[config.mk]
export PLATFORM = sky130hd
export DESIGN_NAME = adc_serial_host
export DESIGN_NICKNAME = d
export VERILOG_FILES = /design/src/rtl/ash_pkg.sv /design/src/rtl/ash_half_timer.sv /design/src/rtl/ash_frame_shifter.sv /design/src/rtl/ash_result_fmt.sv /design/src/rtl/adc_serial_host.sv
export SDC_FILE = /design/constraint.sdc
export NUM_CORES = 1
export LEC_CHECK = 0
export BUFFER_PORTS_ARGS = -buffer_cell sky130_fd_sc_hd__buf_4
export CAP_MARGIN = 20
export CORE_UTILIZATION = 55
export DETAILED_ROUTE_END_ITERATION = 12
export PLACE_DENSITY = 0.75
export SYNTH_ARGS = -nofsm -noshare
export SYNTH_HDL_FRONTEND = slang
export SYNTH_SLANG_ARGS = --single-unit
[constraint.sdc]
create_clock -name clk -period 2.8 [get_ports clk]
set_clock_uncertainty 0.2 [all_clocks]
set_input_delay 0.42 -clock clk [delete_from_list [all_inputs] [get_ports clk]]
set_output_delay 0.42 -clock clk [all_outputs]
set_load 0.005 [all_outputs]
[src/rtl/ash_pkg.sv]
package ash_pkg;

  typedef enum logic [1:0] {
    ST_IDLE  = 2'd0,
    ST_SHIFT = 2'd1,
    ST_TAIL  = 2'd2,
    ST_GAP   = 2'd3
  } ash_state_e;

  // Frame length in serial clock half periods from chip select fall to the
  // result strobe: two per bit, one tail, two of guard gap.
  function automatic int frame_halves(input int frame_bits);
    return 2 * frame_bits + 3;
  endfunction

endpackage

[src/rtl/ash_half_timer.sv]
module ash_half_timer #(
  parameter int CNT_W = 3
) (
  input  logic             clk,
  input  logic             rst,
  input  logic             load,
  input  logic [CNT_W-1:0] load_val,
  output logic             tick
);

  logic [CNT_W-1:0] cnt;

  always_ff @(posedge clk) begin
    if (rst) begin
      cnt <= '0;
    end else if (load) begin
      cnt <= load_val;
    end else if (cnt != '0) begin
      cnt <= cnt - 1'b1;
    end
  end

  assign tick = (cnt == '0);

endmodule

[src/rtl/ash_frame_shifter.sv]
module ash_frame_shifter #(
  parameter int W = 16
) (
  input  logic         clk,
  input  logic         rst,
  input  logic         load,
  input  logic [W-1:0] load_word,
  input  logic         shift,
  input  logic         ser_in,
  output logic         ser_out,
  output logic [W-1:0] rx_word
);

  logic [W-1:0] tx_q;
  logic [W-1:0] rx_q;

  always_ff @(posedge clk) begin
    if (rst) begin
      tx_q <= '0;
      rx_q <= '0;
    end else if (load) begin
      tx_q <= load_word;
      rx_q <= '0;
    end else if (shift) begin
      tx_q <= {tx_q[W-2:0], 1'b0};
      rx_q <= {rx_q[W-2:0], ser_in};
    end
  end

  assign ser_out = tx_q[W-1];
  assign rx_word = rx_q;

endmodule

[src/rtl/ash_result_fmt.sv]
module ash_result_fmt #(
  parameter int TAG_W     = 4,
  parameter int SAMPLE_W  = 12,
  parameter bit RECODE_EN = 1'b1,
  localparam int FRAME_W  = TAG_W + SAMPLE_W
) (
  input  logic                clk,
  input  logic                rst,
  input  logic                capture,
  input  logic                recode,
  input  logic [FRAME_W-1:0]  frame,
  output logic                valid,
  output logic [TAG_W-1:0]    tag,
  output logic [SAMPLE_W-1:0] sample
);

  logic [SAMPLE_W-1:0] raw;
  logic [SAMPLE_W-1:0] coded;

  assign raw = frame[SAMPLE_W-1:0];

  generate
    if (RECODE_EN) begin : g_recode
      assign coded = {raw[SAMPLE_W-1] ^ recode, raw[SAMPLE_W-2:0]};
    end else begin : g_plain
      logic unused_recode;
      assign unused_recode = recode;
      assign coded = raw;
    end
  endgenerate

  always_ff @(posedge clk) begin
    if (rst) begin
      valid  <= 1'b0;
      tag    <= '0;
      sample <= '0;
    end else begin
      valid <= capture;
      if (capture) begin
        tag    <= frame[FRAME_W-1 -: TAG_W];
        sample <= coded;
      end
    end
  end

endmodule

[src/rtl/adc_serial_host.sv]
module adc_serial_host
  import ash_pkg::*;
#(
  parameter int DIV_HALF  = 2,
  parameter int TAG_W     = 4,
  parameter int SAMPLE_W  = 12,
  parameter bit RECODE_EN = 1'b1,
  localparam int FRAME_W  = TAG_W + SAMPLE_W
) (
  input  logic                clk,
  input  logic                rst,
  input  logic                start,
  input  logic [FRAME_W-1:0]  ctrl_word,
  input  logic                recode,
  input  logic                adc_dout,
  output logic                adc_cs_n,
  output logic                adc_sclk,
  output logic                adc_din,
  output logic                busy,
  output logic                res_valid,
  output logic [TAG_W-1:0]    res_tag,
  output logic [SAMPLE_W-1:0] res_sample
);

  localparam int CNT_W  = $clog2(2 * DIV_HALF) + 1;
  localparam int BIT_CW = $clog2(FRAME_W);
  localparam logic [CNT_W-1:0]  HALF_LD  = CNT_W'(DIV_HALF - 1);
  localparam logic [CNT_W-1:0]  GAP_LD   = CNT_W'(2 * DIV_HALF - 1);
  localparam logic [BIT_CW-1:0] LAST_BIT = BIT_CW'(FRAME_W - 1);

  ash_state_e        state;
  logic [BIT_CW-1:0] bit_cnt;
  logic              cs_q;
  logic              sclk_q;
  logic              busy_q;
  logic              recode_q;

  logic              tmr_load;
  logic [CNT_W-1:0]  tmr_val;
  logic              tick;
  logic              sh_load;
  logic              sh_shift;
  logic              fmt_capture;
  logic [FRAME_W-1:0] rx_word;

  always_comb begin
    tmr_load    = 1'b0;
    tmr_val     = HALF_LD;
    sh_load     = 1'b0;
    sh_shift    = 1'b0;
    fmt_capture = 1'b0;
    case (state)
      ST_IDLE: begin
        if (start) begin
          tmr_load = 1'b1;
          sh_load  = 1'b1;
        end
      end
      ST_SHIFT: begin
        if (tick) begin
          tmr_load = 1'b1;
          sh_shift = ~sclk_q;
        end
      end
      ST_TAIL: begin
        if (tick) begin
          tmr_load = 1'b1;
          tmr_val  = GAP_LD;
        end
      end
      ST_GAP: begin
        fmt_capture = tick;
      end
      default: ;
    endcase
  end

  always_ff @(posedge clk) begin
    if (rst) begin
      state    <= ST_IDLE;
      bit_cnt  <= '0;
      cs_q     <= 1'b1;
      sclk_q   <= 1'b1;
      busy_q   <= 1'b0;
      recode_q <= 1'b0;
    end else begin
      case (state)
        ST_IDLE: begin
          if (start) begin
            cs_q     <= 1'b0;
            busy_q   <= 1'b1;
            recode_q <= recode;
            bit_cnt  <= '0;
            state    <= ST_SHIFT;
          end
        end
        ST_SHIFT: begin
          if (tick) begin
            sclk_q <= ~sclk_q;
            if (!sclk_q) begin
              bit_cnt <= bit_cnt + 1'b1;
              if (bit_cnt == LAST_BIT) begin
                state <= ST_TAIL;
              end
            end
          end
        end
        ST_TAIL: begin
          if (tick) begin
            cs_q  <= 1'b1;
            state <= ST_GAP;
          end
        end
        ST_GAP: begin
          if (tick) begin
            busy_q <= 1'b0;
            state  <= ST_IDLE;
          end
        end
        default: state <= ST_IDLE;
      endcase
    end
  end

  ash_half_timer #(
    .CNT_W(CNT_W)
  ) u_timer (
    .clk      (clk),
    .rst      (rst),
    .load     (tmr_load),
    .load_val (tmr_val),
    .tick     (tick)
  );

  ash_frame_shifter #(
    .W(FRAME_W)
  ) u_shift (
    .clk       (clk),
    .rst       (rst),
    .load      (sh_load),
    .load_word (ctrl_word),
    .shift     (sh_shift),
    .ser_in    (adc_dout),
    .ser_out   (adc_din),
    .rx_word   (rx_word)
  );

  ash_result_fmt #(
    .TAG_W     (TAG_W),
    .SAMPLE_W  (SAMPLE_W),
    .RECODE_EN (RECODE_EN)
  ) u_fmt (
    .clk     (clk),
    .rst     (rst),
    .capture (fmt_capture),
    .recode  (recode_q),
    .frame   (rx_word),
    .valid   (res_valid),
    .tag     (res_tag),
    .sample  (res_sample)
  );

  assign adc_cs_n = cs_q;
  assign adc_sclk = sclk_q;
  assign busy     = busy_q;

endmodule

; After elaboration in Yosys (flattened, before gate mapping)
; Cells that the tools add are included.
[word_totals]
output_inout_bits = 21
regBits = 62
wordCells = 72
[op_classes]
muxes = 30
n_eq_ne = 10
add_sub_neg = 2
bitwise_logic = 2
n_reduce_logical = 16
[ops]
columns = op, count
row1 = $mux W16, 2
row2 = $mux W2, 8
row3 = $mux W4, 3
row4 = $ne A2 B2 Y1 const B, 6
row5 = $mux W1, 10
row6 = $reduce_bool A2 Y1, 5
row7 = $pmux W2 S4, 1
row8 = $pmux W4 S2, 1
row9 = $mux W3, 2
row10 = $pmux W1 S2, 3
row11 = $reduce_and A3 Y1, 2
row12 = $reduce_and A6 Y1, 1
row13 = $add A4 B1 Y4 const B, 1
row14 = $eq A2 B2 Y1 const B, 2
row15 = $eq A4 B4 Y1 const B, 1
row16 = $reduce_and A2 Y1, 2
row17 = $reduce_and A4 Y1, 1
row18 = $reduce_or A2 Y1, 2
row19 = $logic_not A3 Y1, 1
row20 = $reduce_bool A3 Y1, 1
row21 = $sub A3 B1 Y3 const B, 1
row22 = $eq A2 B1 Y1 const B, 1
row23 = $logic_not A2 Y1, 1
row24 = $not A1 Y1, 1
row25 = $xor A1 B1 Y1, 1

; Depth between registers and ports, before layout
; Gate-level depths: netlist of run 1.
[depth]
word_depth = 5
ltp_mapped = 8
mapped_depth_nobuf = 6

; Hierarchy
; A second synthesis of run 1 with hierarchy kept.
[hier_totals]
cells_unflattened = 280
hier_area_um2 = 2841.5
[modules_own_cells]
columns = module, cells_per_inst, area_per_inst_um2, instances, seq_area_each_um2
row1 = ash_frame_shifter, 124, 1328.8, 1, 640.6
row2 = adc_serial_host, 79, 691.9, 1, 200.2
row3 = ash_result_fmt, 55, 614.3, 1, 340.3
row4 = ash_half_timer, 22, 206.4, 1, 60.1

; Least setup slack after synthesis of run 1
; OpenSTA, ideal clock, no wires.
[synth_path]
path_kind = register -> register
start = register u_timer.cnt[0]
end = register bit_cnt[3]
path_stages_with_launch = 7
arrival_time_ps = 1857
synth_period_minus_slack_ps = 2127
setup_ps = 70
setup_slack_ps = 673
path_cell_list = dfxtp_1 inv_1 ha_1 or3b_4 a211o_1 or4_1 a21oi_1
[synth_via]
elab_chain_len = 3
[synth_rtl]
columns = item, line
row1 = start: declaration, ash_half_timer.sv:11  ; logic [CNT_W-1:0] cnt;
row2 = start signal: assignment, ash_half_timer.sv:17  ; cnt <= load_val;
row3 = start signal: assignment, ash_half_timer.sv:19  ; cnt <= cnt - 1'b1;
row4 = $logic_not A3 Y1, ash_half_timer.sv:23  ; assign tick = (cnt == '0);
row5 = $ne A2 B2 Y1 (no source line), n/a
row6 = $reduce_and A4 Y1 (no source line), n/a
row7 = end signal: assignment, adc_serial_host.sv:101  ; bit_cnt <= bit_cnt + 1'b1;
row8 = end: declaration, adc_serial_host.sv:32  ; logic [BIT_CW-1:0] bit_cnt;
; No other way between the ends.
; A chain may end at the register's enable or synchronous reset.

; Worst setup path in the final report of run 1
[layout_path]
start = register u_timer.cnt[0]
end = register u_shift.rx_q[13] (netlist: u_shift.rx_word[13])
[layout_via]
elab_chain_len = 3
[layout_rtl]
columns = item, line
row1 = $logic_not A3 Y1, ash_half_timer.sv:23
row2 = $mux W1, adc_serial_host.sv:60  ; if (tick) begin
row3 = $mux W1, adc_serial_host.sv:52  ; case (state)
row4 = end signal: assignment, ash_frame_shifter.sv:26  ; rx_q <= {rx_q[W-2:0], ser_in};
row5 = end: declaration, ash_frame_shifter.sv:15  ; logic [W-1:0] rx_q;
; No other way between the ends.

==> results.rst, run 1 <==
.. list-table::
   :header-rows: 1

   * - Metric
     - Value
   * - Most numerous cell types in the synthesized netlist
     - 101 x nand2_1, 62 x dfxtp_1, 42 x a21oi_1, 27 x nor2_1, 17 x clkbuf_1
   * - Leading post-synthesis cells by cell area
     - dfxtp_1 49%, nand2_1 15%, a21oi_1 8.3%, a311oi_1 5.2%, ha_1 4.4%
   * - Height of the die
     - 69.8 um
   * - Synthesized netlist net count
     - 348
   * - Leakage
     - 1.16 nW
   * - Die Wd
     - 69.8 um
   * - # resized after CTS
     - 0
   * - Antenna-violating nets left
     - 0
   * - Power density over cell area
     - 855 nW/um^2
   * - Total global routing track utilization
     - 22.7%
   * - Setup fix buffers added after clock tree synthesis
     - 0
   * - Yosys warns
     - 0
   * - Violation count after the first detailed-routing iteration
     - 133
   * - Area used by multi-input combinational logic
     - 1200 um^2
   * - Clock transition time at the flip-flop clock pins of the worst setup and hold paths
     - 0.07 ns
   * - Minimum clock period
     - 2.34 ns
   * - Area leader, netlist
     - dfxtp_1
   * - Type of the most critical hold path
     - in -> reg
   * - Most used flip-flop cell after synthesis
     - dfxtp_1
   * - Data arrival time of the worst path
     - 2.39 ns
   * - Syn Inst Count
     - 318
   * - Unrepaired setup endpoints after global routing
     - no
   * - Combined area of all synthesized cells
     - 2530 um^2
   * - Post-route core utilization
     - 69.5%
   * - Post-layout net count
     - 382
   * - Later-pin clock latency in the skew report
     - 0.33 ns
   * - Total wire length after detailed routing
     - 5.19 mm
   * - I/O pin count
     - 42
   * - Period Utilization, post-route
     - 83.5%
   * - M1 GR Usage
     - 27.4%
   * - Mean instance size in the synthesized netlist
     - 7.96 um^2
   * - Die ar.
     - 4880 um^2
   * - Largest net degree at the start of global routing
     - 48
   * - Critical Path Fanout Max
     - 16
   * - Asr flop ratio synth
     - 0%
   * - Highest attainable clock frequency
     - 428 MHz
   * - Accumulated negative setup slack
     - 0 ns
   * - Number of port buffers
     - 41
   * - Top-area cell type share of the netlist area
     - 49.0%
   * - Class of the most critical setup path
     - reg -> reg
   * - Total setup violations reported at the end of the flow
     - 0
   * - Storage cell area
     - 1240 um^2
   * - Global route hottest layer
     - met2
   * - Hold Path Cell Cnt
     - 3
   * - Antenna violations before repair
     - 0
   * - TritonCTS Sinks
     - 62
   * - DRC errors left
     - 0
   * - Count of hold-fix buffers inserted at cts
     - 0
   * - Overflow left after global routing
     - 0
   * - Number of clock buffers inserted by TritonCTS
     - 9
   * - Met3 Use GR
     - 4.22%
   * - Vias per cell
     - 5.39
   * - Worst-margin pin slew
     - 0.635 ns
   * - TritonCTS clock tree
     - built
   * - Count of vias placed by the detailed router
     - 2,200
   * - Area growth from synthesis to final layout
     - 20.3%
   * - GP Congestion
     - 0.779
   * - Per-cell routed wire length
     - 12.7 um
   * - Placeable core region
     - 4380 um^2
   * - Global-route wire length before repair
     - 8.81 mm
   * - Buffer type at the clock tree root
     - clkbuf_8
   * - Proportion of synthesized chip area in sequential cells
     - 49.0%
   * - Longest Clk Path Bufs
     - 2
   * - Count of state elements after synthesis
     - 62
   * - Slew Viols, Final
     - 0
   * - Number of global-route vias before repair
     - 2,040
   * - Antenna cell count
     - 0
   * - HPWL after detailed placement
     - 3.29 mm
   * - Share of final-layout standard cells stronger than drive strength 1
     - 17.4%
   * - # rows
     - 24
   * - Number of cell instances on the worst register-to-register path
     - 7
   * - Minimum hold slack
     - 0.137 ns
   * - Count of flip-flops with a built-in enable after synthesis
     - 0
   * - CP endpoint kind
     - flop
   * - Leading cell type by number of instances after synthesis
     - nand2_1
   * - Data required time at the worst endpoint
     - 2.86 ns
   * - Peak supply drop
     - 464 uV
   * - Fin. Hold Viols
     - 0
   * - Max-slew headroom
     - 57.7%
   * - Met2 Resource Use GR
     - 37.8%
   * - DRT Pass-1 Iters
     - 4
   * - Nature of the critical path startpoint
     - flop
   * - Power, Total
     - 2.60 mW
   * - Outcome
     - completed
   * - # fillers
     - 388
   * - Number of violations of the max-capacitance limit
     - 0
   * - Number of different library cells in the post-synthesis netlist
     - 29
   * - Number of H-tree branching levels
     - 3
   * - Starting density of the core
     - 57.7%
==> stage by stage <==
stage / area (um^2) / cells / setup WS [ns]
floorplan: 2530 / 318 / 0.673
global placement: 2850 / 393 / 0.569
detailed placement: 2850 / 393 / 0.463
CTS: 3050 / 408 / 0.427
global route: 3050 / 408 / 0.284
finish: 3050 / 408 / 0.463
==> critical path, stage by stage, from the launching register on <==
cell     delay (ns)
dfxtp_1        0.31
inv_1          0.09
ha_1           0.20
or3b_4         0.41
nor2_2         0.49
buf_4          0.33
nand2_1        0.09
a21oi_1        0.13
==> per-layer routing <==
layer / up-vias / wire [um] / part of all wire, %
met3: 14 / 181 / 3.5
met2: 47 / 2420 / 47
met4: 0 / 124 / 2.4
li1: 1131 / - / -
met1: 1008 / 2470 / 48
met5: - / 0 / 0
==> logic make-up after synthesis <==
group | synth area share (%)
simple gates | 24.9
compound gates | 16.8
flops | 49.0
buf+inv | 3.71
fa+ha+maj | 4.45
xor+xnor | 0.692
mux | 0.395
==> final timing paths <==
kind,from,to,slack (ns)
worst max-delay path,u_timer.cnt[0],u_shift.rx_word[13],0.46
worst min-delay path,ctrl_word[0],u_shift.tx_q[0],0.14
worst max register to register,u_timer.cnt[0],u_shift.rx_word[13],0.46
worst min register to register,u_shift.rx_word[15],u_fmt.tag[3],0.25
==> cells in the final DEF, fill, tap and decap left out, drive strengths merged, types with 3 or more instances in the layout <==
master	synthesis	final
nor2	27	27
nand3	4	4
and2	3	3
clkbuf	17	12
buf	3	43
o21ai	4	4
ha	9	9
a211oi	3	3
dfxtp	62	62
a311oi	15	15
nand2	101	101
a21oi	42	42
inv	5	5
==> flip-flops by register name, indices dropped and copies added, names as in the netlist <==
signal,cells
recode_q,1
busy,1
u_timer.cnt,3
u_fmt.sample,12
u_fmt.tag,4
state,2
adc_cs_n,1
bit_cnt,4
u_shift.rx_word,16
u_shift.tx_q,16
u_fmt.valid,1
adc_sclk,1
==> where the power goes <==
group          internal, mW  switching [mW]  leakage, nW  total, mW
Clock                 0.455           0.328        0.102      0.783
Combinational         0.300           0.432        0.551      0.732
Sequential             1.01          0.0819        0.505       1.09
==> cell type report <==
cell class	count	share of cell area, %
Tap cell	52	2.14
Clock inverter	3	1.44
Inverter	5	0.616
Sequential cell	62	40.8
Clock buffer	12	5.09
Multi-Input combinational cell	231	39.4
Timing Repair Buffer	43	10.6
Note: power is estimated with default switching activity, not from simulation.
==> run 2, diff against run 1 <==
CORE_UTILIZATION = 50   (was 55)
PLACE_DENSITY = 0.72   (was 0.75)
clock period = 1.9 ns   (was 2.8 ns; I/O delays follow)
==> results.rst, run 2 (same netlist as run 1, synthesis figures left out) <==
.. list-table::
   :header-rows: 1

   * - Metric
     - Value
   * - GP Congestion
     - 0.745 (was 0.779)
   * - Per-cell routed wire length
     - 12.7 um (about the same)
   * - Die Wd
     - 73.2 um (was 69.8 um)
   * - Peak supply drop
     - 916 uV (was 464 uV)
   * - Number of clock buffers inserted by TritonCTS
     - 9 (unchanged)
   * - DRC errors left
     - 0 (unchanged)
   * - Switching power summed over all nets
     - 1.43 mW (was 0.842 mW)
   * - Internal reg-to-reg setup slack
     - -0.12 ns (was 0.46 ns)
   * - Antenna cell count
     - 0 (unchanged)
   * - Post-layout net count
     - 412 (was 382)
   * - Data arrival time of the worst path
     - 2.02 ns (was 2.39 ns)
   * - Clock share of power
     - 24.6% (was 30.1%)
   * - Largest net degree at the start of global routing
     - 47 (was 48)
   * - Fin. Hold Viols
     - 0 (unchanged)
   * - Number of cell instances on the worst register-to-register path
     - 8 (was 7)
   * - Antenna violations before repair
     - 0 (unchanged)
   * - # rows
     - 25 (was 24)
   * - Type of the most critical hold path
     - in -> reg (unchanged)
   * - Power share of the sequential group
     - 36.7% (was 41.8%)
   * - Number of violations of the max-capacitance limit
     - 0 (unchanged)
   * - DRT Pass-1 Iters
     - 4 (unchanged)
   * - HPWL after detailed placement
     - 3.49 mm (was 3.29 mm)
   * - Number of global-route vias before repair
     - 2,079 (was 2,040)
   * - Int Pwr
     - 2.97 mW (was 1.76 mW)
   * - Number of H-tree branching levels
     - 3 (unchanged)
   * - Unrepaired setup endpoints after global routing
     - yes (was no)
   * - Worst slack, placed
     - -0.0954 ns (was 0.463 ns)
   * - Share of final-layout standard cells stronger than drive strength 1
     - 28.9% (was 17.4%)
   * - Data required time at the worst endpoint
     - 1.89 ns (was 2.86 ns)
   * - Max-slew headroom
     - 57.9% (was 57.7%)
   * - TritonCTS clock tree
     - built (unchanged)
   * - Vias per cell
     - 5.14 (was 5.39)
   * - TritonCTS Sinks
     - 62 (unchanged)
   * - Critical Path Fanout Max
     - 6 (was 16)
   * - Placeable core region
     - 4790 um^2 (was 4380 um^2)
   * - Number of port buffers
     - 41 (unchanged)
   * - Violation count after the first detailed-routing iteration
     - 154 (was 133)
   * - Count of hold-fix buffers inserted at cts
     - 0 (unchanged)
   * - Clock transition time at the flip-flop clock pins of the worst setup and hold paths
     - 0.06 ns (was 0.07 ns)
   * - Total wire length after detailed routing
     - 5.73 mm (was 5.19 mm)
   * - CP endpoint kind
     - flop (unchanged)
   * - Sw Ratio
     - 32.6% (was 32.3%)
   * - Highest attainable clock frequency
     - 494 MHz (was 428 MHz)
   * - Most frequent standard cell in the layout excluding fill and tap cells
     - nand2_1 (unchanged)
   * - Later-pin clock latency in the skew report
     - 0.33 ns (about the same)
   * - Nature of the critical path startpoint
     - flop (unchanged)
   * - Total global routing track utilization
     - 23.5% (was 22.7%)
   * - Overflow left after global routing
     - 0 (unchanged)
   * - Failing checks
     - negative setup slack
   * - Count of vias placed by the detailed router
     - 2,317 (was 2,200)
   * - Post-route core utilization
     - 72.8% (was 69.5%)
   * - Final worst slack
     - -0.123 ns (was 0.463 ns)
   * - Longest Clk Path Bufs
     - 2 (unchanged)
   * - Slew Viols, Final
     - 0 (unchanged)
   * - Leakage
     - 1.34 nW (was 1.16 nW)
   * - Buffer type at the clock tree root
     - clkbuf_8 (unchanged)
   * - Power density over cell area
     - 1270 nW/um^2 (was 855 nW/um^2)
   * - Total setup violations reported at the end of the flow
     - 36 (was 0)
   * - Period Utilization, post-route
     - 106% (was 83.5%)
   * - Starting density of the core
     - 52.9% (was 57.7%)
   * - Worst-margin pin slew
     - 0.632 ns (was 0.635 ns)
   * - Combinational Power Share
     - 38.7% (was 28.1%)
   * - Height of the die
     - 73.2 um (was 69.8 um)
   * - Antenna-violating nets left
     - 0 (unchanged)
   * - I/O pin count
     - 42 (unchanged)
   * - Most frequent cells in the layout
     - 100 x nand2_1, 62 x buf_4, 59 x dfxtp_1, 40 x a21oi_1, 26 x nor2_1 (was 101 x nand2_1, 62 x dfxtp_1, 43 x buf_4, 42 x a21oi_1, 26 x nor2_1)
   * - Global-route wire length before repair
     - 9.58 mm (was 8.81 mm)
   * - Outcome
     - complete, but fails checks (was completed)
   * - Hold Path Cell Cnt
     - 3 (unchanged)
   * - Die ar.
     - 5350 um^2 (was 4880 um^2)
   * - Minimum clock period
     - 2.02 ns (was 2.34 ns)
   * - Area growth from synthesis to final layout
     - 37.6% (was 20.3%)
   * - Class of the most critical setup path
     - reg -> reg (unchanged)
==> run 2: cell count changes in the layout (fill, tap and decap cells not counted), moves of 3 or more <==
cell     before  now
buf_4        43   62
buf_6         0    5
ha_1          9    4
inv_1         5    0
inv_2         0    4
buf_12        0    3
dfxtp_1      62   59
ha_2          0    3
==> run 2: timing repair <==
action,CTS,global route
cloned,2,2
buffers inserted,1,3
gates resized for setup,15,14
pin swaps,3,4
setup endpoints to repair,36,54
==> run 2: final timing paths <==
kind,start,to
setup / recovery,u_timer.cnt[1],u_shift.tx_q[13]
hold / removal,ctrl_word[0],u_shift.tx_q[0]
setup reg to reg,u_timer.cnt[1],u_shift.tx_q[13]
hold reg to reg,u_fmt.sample[9],u_fmt.sample[9]
==> run 2: area by class of cell <==
class	instances	area [um^2]
clock buffers	11	141
clock inverters	2	35.0
fillers	370	1300
inverters	5	22.5
multi-input cells	231	1290
flip-flops and latches	62	1250
well taps	67	83.8
repair buffers	73	659
==> run 2: power by group through the flow <==
stage / registers [mW] / clock network, mW / logic [mW]
after global placement: 1.62 / 0 / 1.38
after floorplan: 1.61 / 0 / 0.857
final: 1.62 / 1.08 / 1.71
after detailed placement: 1.62 / 0 / 1.40
after global routing: 1.64 / 1.16 / 1.88
after CTS: 1.61 / 1.10 / 1.54
==> run 2: routing by layer <==
layer	GRT usage, %	wire length [um]
met2	38.2	2820
met4	12.6	89
met1	29.4	2670
met5	0	0
met3	4.70	154
==> run 2: worst max-delay path: stages (launching register included) <==
cell and delay (ns):
dfxtp_2 0.32, inv_2 0.07, ha_4 0.13, or3b_4 0.38
buf_4 0.16, or2_4 0.31, clkbuf_16 0.18, nand2_1 0.06
a311oi_1 0.08
==> run 2: through the flow <==
step / cells / setup TNS [ns] / hold WS (ns) / instance area, um^2 / power (mW)
2_1_floorplan: 318 / -0.466 / 0.221 / 2590 / 2.47
3_3_place_gp: 430 / -0.302 / 0.243 / 3090 / 3.00
3_5_place_dp: 430 / -1.14 / 0.248 / 3090 / 3.03
4_1_cts: 446 / -1.93 / 0.00118 / 3360 / 4.24
5_1_grt: 451 / -6.10 / 0.0190 / 3480 / 4.68
6_report: 451 / -3.38 / 0.00929 / 3480 / 4.41
